==> src/rtl/icr_pkg.sv <==
package icr_pkg;
  localparam int DATA_W = 8;
  localparam int ADDR_W = 3;
  localparam int NUM_WR = 3;

  // writable indexed registers: index 0 = extension control, 1 = nine-bit, 2 = clock alteration
  localparam logic [NUM_WR-1:0][DATA_W-1:0] WR_OFFS = {8'h13, 8'h0D, 8'h00};
  localparam logic [NUM_WR-1:0][DATA_W-1:0] WR_RST  = {8'h00, 8'h00, 8'h00};

  localparam int RD_EN_BIT = 6;

  // read-only indexed contents; unused offsets give zero
  function automatic logic [DATA_W-1:0] ro_value(input logic [DATA_W-1:0] off,
                                                 input logic [DATA_W-1:0] rev);
    case (off)
      8'h08:   ro_value = 8'h16;
      8'h09:   ro_value = 8'hC9;
      8'h0A:   ro_value = 8'h50;
      8'h0B:   ro_value = rev;
      8'h12:   ro_value = 8'h00;
      default: ro_value = 8'h00;
    endcase
  endfunction
endpackage

==> src/rtl/icr_offset_reg.sv <==
module icr_offset_reg #(
  parameter int W = 8
) (
  input  logic         clk,
  input  logic         rst_n,
  input  logic         load,
  input  logic [W-1:0] din,
  output logic [W-1:0] q
);
  always_ff @(posedge clk or negedge rst_n) begin
    if (!rst_n)    q <= '0;
    else if (load) q <= din;
  end
endmodule

==> src/rtl/icr_bank.sv <==
module icr_bank
  import icr_pkg::*;
(
  input  logic                            clk,
  input  logic                            rst_n,
  input  logic                            wr,
  input  logic [DATA_W-1:0]               off,
  input  logic [DATA_W-1:0]               din,
  output logic [NUM_WR-1:0]               hit,
  output logic [NUM_WR-1:0][DATA_W-1:0]   regs_q
);
  for (genvar i = 0; i < NUM_WR; i++) begin : g_reg
    assign hit[i] = wr && (off == WR_OFFS[i]);
    always_ff @(posedge clk or negedge rst_n) begin
      if (!rst_n)      regs_q[i] <= WR_RST[i];
      else if (hit[i]) regs_q[i] <= din;
    end
  end
endmodule

==> src/rtl/icr_rdmux.sv <==
module icr_rdmux
  import icr_pkg::*;
#(
  parameter logic [ADDR_W-1:0] ICR_ADDR = 3'd5,
  parameter logic [ADDR_W-1:0] SPR_ADDR = 3'd7,
  parameter logic [DATA_W-1:0] REV_ID   = 8'h03
) (
  input  logic                          rd_en,
  input  logic [ADDR_W-1:0]             addr,
  input  logic [DATA_W-1:0]             off,
  input  logic [NUM_WR-1:0][DATA_W-1:0] regs,
  input  logic [DATA_W-1:0]             std_rdata,
  output logic                          win_sel,
  output logic [DATA_W-1:0]             rdata
);
  logic [DATA_W-1:0] ix_val;

  always_comb begin
    ix_val = ro_value(off, REV_ID);
    for (int i = 0; i < NUM_WR; i++)
      if (off == WR_OFFS[i]) ix_val = regs[i];
  end

  assign win_sel = (addr == ICR_ADDR) && regs[0][RD_EN_BIT];

  always_comb begin
    if (!rd_en)                rdata = '0;
    else if (addr == SPR_ADDR) rdata = off;
    else if (win_sel)          rdata = ix_val;
    else                       rdata = std_rdata;
  end
endmodule

==> src/rtl/icr_window.sv <==
module icr_window
  import icr_pkg::*;
#(
  parameter logic [ADDR_W-1:0] ICR_ADDR = 3'd5,
  parameter logic [ADDR_W-1:0] SPR_ADDR = 3'd7,
  parameter logic [DATA_W-1:0] REV_ID   = 8'h03
) (
  input  logic              clk,
  input  logic              rst_n,
  input  logic [2:0]        addr,
  input  logic              wr_en,
  input  logic              rd_en,
  input  logic [7:0]        wdata,
  input  logic [7:0]        std_rdata,
  output logic [7:0]        rdata,
  output logic [7:0]        acr_q,
  output logic [7:0]        nmr_q,
  output logic [7:0]        cka_q,
  output logic [2:0]        wr_hit
);
  logic                          off_load;
  logic                          ix_wr;
  logic                          win_sel;
  logic [DATA_W-1:0]             offset_q;
  logic [NUM_WR-1:0][DATA_W-1:0] regs_q;

  assign off_load = wr_en && (addr == SPR_ADDR);
  assign ix_wr    = wr_en && (addr == ICR_ADDR);

  icr_offset_reg #(.W(DATA_W)) u_off (
    .clk(clk), .rst_n(rst_n), .load(off_load), .din(wdata), .q(offset_q)
  );

  icr_bank u_bank (
    .clk(clk), .rst_n(rst_n), .wr(ix_wr), .off(offset_q), .din(wdata),
    .hit(wr_hit), .regs_q(regs_q)
  );

  icr_rdmux #(.ICR_ADDR(ICR_ADDR), .SPR_ADDR(SPR_ADDR), .REV_ID(REV_ID)) u_mux (
    .rd_en(rd_en), .addr(addr), .off(offset_q), .regs(regs_q),
    .std_rdata(std_rdata), .win_sel(win_sel), .rdata(rdata)
  );

  assign acr_q = regs_q[0];
  assign nmr_q = regs_q[1];
  assign cka_q = regs_q[2];
endmodule

==> config.mk <==
export PLATFORM = sky130hd
export DESIGN_NAME = icr_window
export DESIGN_NICKNAME = d
export VERILOG_FILES = /design/src/rtl/icr_pkg.sv /design/src/rtl/icr_offset_reg.sv /design/src/rtl/icr_bank.sv /design/src/rtl/icr_rdmux.sv /design/src/rtl/icr_window.sv
export SDC_FILE = /design/constraint.sdc
export NUM_CORES = 1
export LEC_CHECK = 0
export ABC_CLOCK_PERIOD_IN_PS = 3200
export BUFFER_PORTS_ARGS = -buffer_cell sky130_fd_sc_hd__buf_2
export CAP_MARGIN = 25
export CORE_UTILIZATION = 45
export CTS_CLUSTER_SIZE = 20
export DETAILED_ROUTE_END_ITERATION = 10
export PLACE_DENSITY_LB_ADDON = 0.08
export SYNTH_ARGS = -nofsm -noshare
export SYNTH_HDL_FRONTEND = slang
export SYNTH_HIERARCHICAL = 1
export SYNTH_SLANG_ARGS = --single-unit
==> constraint.sdc <==
create_clock -name clk -period 3.2 [get_ports clk]
set_input_delay 0.96 -clock clk [delete_from_list [all_inputs] [get_ports clk]]
set_output_delay 0.96 -clock clk [all_outputs]
set_load 0.005 [all_outputs]
# ---- Word level (Yosys, flattened, before mapping)
# Index checks and enable logic that the tools add are counted.
dict set report word_totals {
  reg_bits 32
  input_bits 23
  out_inout_bits 35
  elab_cells 26
}
dict set report op_classes {
  n_eq_ne 8
  n_mux 7
  reduce_logical 7
}
# cell n
set ops {}
lappend ops {{8-bit 2-to-1 mux} 6}
lappend ops {{8-bit by 4-bit == test with 1-bit output, second input constant} 5}
lappend ops {{8-bit one-hot mux with 4 select lines} 1}
lappend ops {{8-bit by 5-bit == test with 1-bit output, second input constant} 1}
lappend ops {{8-bit logical NOT} 1}
lappend ops {{3-bit == test, second input constant} 2}
lappend ops {{1-bit logical AND} 6}

# ---- Logic depth before layout (Yosys ltp)
dict set report depth {
  depth_word 8
  ltp_mapped 6
  depth_no_buf 4
}

# ---- Cells and area by module
# The synthesis kept the hierarchy.
# module n_inst cells_each area_per_inst_um2 seq_area_each_um2
set modules_own_cells {}
lappend modules_own_cells {icr_bank 1 62 1051.0 600.6}
lappend modules_own_cells {icr_rdmux 1 73 505.5 0.0}
lappend modules_own_cells {icr_offset_reg 1 17 331.6 200.2}
lappend modules_own_cells {icr_window 1 2 20.0 0.0}

# ---- Least setup slack after synthesis
# No wires, ideal clock.
dict set report synth_timing {
  path_kind {input-to-output}
  from {in addr[1]}
  to {out wr_hit[0]}
  t_arrival_ps 2365
  required_ps 2240
  path_slack_ps -125
  path_stages 5
  n_path_buf 1
  cell_sequence {and4b_1 or4b_4 or4_4 buf_6 inv_1}
}
dict set report synth_between {
  elab_chain_len 3
}
# element line
set synth_lines {}
lappend synth_lines {{start, declared} icr_window.sv:10} ;# input logic [2:0] addr,
lappend synth_lines {{3-bit == test} icr_window.sv:28} ;# assign ix_wr = wr_en && (addr == ICR_ADDR);
lappend synth_lines {{1-bit logical AND} icr_window.sv:28}
lappend synth_lines {{1-bit logical AND} icr_bank.sv:13} ;# assign hit[i] = wr && (off == WR_OFFS[i]);
lappend synth_lines {{end, declared} icr_window.sv:19} ;# output logic [2:0] wr_hit
# Every way passes these cells.

# ---- Final worst setup path
dict set report layout_timing {
  from {in addr[1]}
  to {out wr_hit[1]}
}
dict set report layout_between {
  elab_chain_len 3
}
# element line
set layout_lines {}
lappend layout_lines {{3-bit == test} icr_window.sv:28}
lappend layout_lines {{1-bit logical AND} icr_window.sv:28}
lappend layout_lines {{net ix_wr} icr_window.sv:22} ;# logic ix_wr;
lappend layout_lines {{1-bit logical AND} icr_bank.sv:13}
# The timed path passes the listed nets, and every way through them passes these cells.

==> flow_summary.json <==
{
  "outcome": "complete, but fails checks",
  "violations": "setup timing",
  "yosys.area.top_type": "dfrtp_1",
  "ys.warnings.count": 6,
  "core_area_sq_um": 4030,
  "fp.dieW_um": 67.1,
  "crit_required_ns": 2.24,
  "yosysSeqAreaShare_pct": 42.0,
  "peakVddDrop_mv": 0.221,
  "fin_skew_ns": 0.00332,
  "ys_ff_latch": 32,
  "grt_pass1_wl_um": 8050,
  "ys_async_sr_fraction_pct": 100,
  "netlist_area_sq_um": 1910,
  "power_density_nw_per_um2": 460,
  "gp_congestion": 0.810,
  "die_h_um": 67.1,
  "antenna_found_initial": 0,
  "slew_headroom_pct": 52.2,
  "drive_gt1_share_pct": 54.1,
  "report.power.total_w": 0.00109,
  "synth_top_family_by_area": "multiplexers",
  "synth_compound_area_share_pct": 13.4,
  "worstSetupPathType": "primary input to primary output",
  "synth_adder_area_share_pct": 0,
  "post-route-period-util_pct": 105,
  "hold_viol_final": 0,
  "die_area_sq_um": 4500,
  "rows": 23,
  "grt_setup_unrepaired": "true",
  "avgSynthCellArea_sq_um": 12.4,
  "setup_viol": 3,
  "place_area_sq_um": 2250,
  "slew_viol_final": 0,
  "synth_top_area_share_pct": 42.0,
  "dp_cells": 263,
  "synth_area_leaders": "dfrtp_1 (42%), mux2_4 (19%), mux2_2 (4.7%)",
  "worst-endpoint-arrival_ns": 2.39,
  "port_buffers": 57,
  "fin_cells": 272,
  "ant_nets": 0,
  "drt_iter0_drc": 51,
  "final_common_cell": "buf_2",
  "synth.distinct_cells": 42,
  "wl_per_cell_um": 18.7,
  "grt_pass1_vias": 1516,
  "cts_buffers": 5,
  "vias_per_cell": 5.89,
  "fin_util_pct": 58.7,
  "p_leak_nw": 1.22,
  "synth-edff-count": 0,
  "drc_errors": 0,
  "vias": 1602,
  "area_growth_pct": 23.9,
  "syn_inst": 154,
  "syn-num-nets": 177,
  "cp-start-kind": "primary input",
  "cts-htree-levels": 2,
  "min_path_type": "flop to flop",
  "clock_sinks": 32,
  "start_util_pct": 47.4,
  "totalWireLength_um": 5100,
  "critPathMaxFanout": 4,
  "gr-total-overflow": 0,
  "cts_root_buf": "clkbuf_8",
  "grt_max_degree": 33,
  "yosys.area_share.simple_pct": 15.5,
  "timing.max_cap.violations": 0,
  "dr.pass1.iters": 4,
  "tritoncts": "done",
  "track_usage_pct": 25.6,
  "muxShareOfSynthArea_pct": 23.6,
  "min_period_ns": 3.35,
  "n_antenna_cell": 0,
  "tightestPinTransition_ns": 0.717,
  "clock.fmax_ghz": 0.299,
  "endpoint_kind": "primary output",
  "nets": 244,
  "clock_latency_ns": 0.28,
  "fin_ws_ns": -0.147,
  "clkTransAtPathRegs_ns": 0.06,
  "hold_buffers": 0,
  "final_cell_mix": "buf_2 (55), dfrtp_1 (31), mux2_4 (24), buf_4 (12)",
  "synth_ff_type": "dfrtp_1",
  "whs_ns": 0.536,
  "cts_buffer_depth": 2,
  "hpwl_um": 3640,
  "io_pins": 58,
  "synth-xor-area-share_pct": 0,
  "design_area_sq_um": 2360
}
## Yosys cell counts, types with 4 or more instances
cell and count:
a22oi_1 4, mux2_2 8, nand2_1 6, a21oi_1 8, dfrtp_1 32, inv_1 5
buf_6 5, buf_4 4, o221ai_1 7, nand2b_1 4, a31oi_1 4, nand3_1 4
mux2_4 24
## path summary, 6_finish.rpt
| kind | startpoint | end | slack, ns | depth (start not counted) |
|---|---|---|---|---|
| setup / recovery | addr[1] | wr_hit[1] | -0.15 | 6 |
| hold / removal | u_bank/regs_q[4] | u_bank/regs_q[4] | 0.54 | 1 |
| setup reg to reg | u_off/q[5] | u_bank/regs_q[1] | 1.06 | 4 |
| hold reg to reg | u_bank/regs_q[4] | u_bank/regs_q[4] | 0.54 | 1 |
| max in group asynchronous | rst_n | u_off/q[0] | 1.97 | 1 |
| min in group asynchronous | rst_n | u_bank/regs_q[17] | 0.73 | 1 |
## flip-flops by register name (all words and copies together) (netlist names)
register	cells
u_bank/regs_q	24
u_off/q	8
## logic make-up (layout without fill, tap and decap cells)
group / after synthesis / in the layout
buffers and inverters: 14 / 82
multiplexers: 32 / 32
flip-flops: 32 / 32
AO/OA/AOI/OAI: 36 / 36
AND/OR/NAND/NOR: 40 / 40
## worst max-delay path: stages
cell     delay [ns]
buf_6          0.09
and4b_1        0.22
or4b_4         0.51
or4_4          0.45
inv_2          0.07
buf_6          0.08
## routing by layer
metal  GRT usage, %  vias up  wire length [um]
met5              0        -                 0
met4           9.57        0                53
met3           6.68        4               400
met2           40.4       72              2520
met1           33.3      801              2130
li1               -      725                 -
## layout make-up
class | count | area [sq um]
multi-input combinational | 108 | 1000
clock buffer | 8 | 90.1
inverter | 5 | 18.8
tap | 50 | 62.6
sequential | 32 | 802
fill | 389 | 1670
timing repair buffer | 69 | 388
## repair_timing
item                                   4_1_cts  5_1_grt
endpoints found under the hold margin        0        0
pin swaps                                    0        0
resized for setup                            1        2
setup endpoints to repair                    3       11
buffers inserted                             0        1
## report_power, final
group	switching (W)	leakage (nW)	total (W)	internal, W
Combinational	0.000106	0.752	0.000242	0.000136
Sequential	0.0000825	0.423	0.000529	0.000446
Clock	0.000141	0.0455	0.000316	0.000175
Total	0.000329	1.22	0.00109	0.000757
## metrics by stage
step / TNS, ns / setup slack [ns]
2_1_floorplan: -0.105 / -0.0526
3_3_place_gp: -0.416 / -0.173
3_5_place_dp: -0.427 / -0.170
4_1_cts: -0.399 / -0.162
5_1_grt: -0.425 / -0.178
6_report: -0.326 / -0.147
No activity file was read; power rests on OpenSTA's default activity.
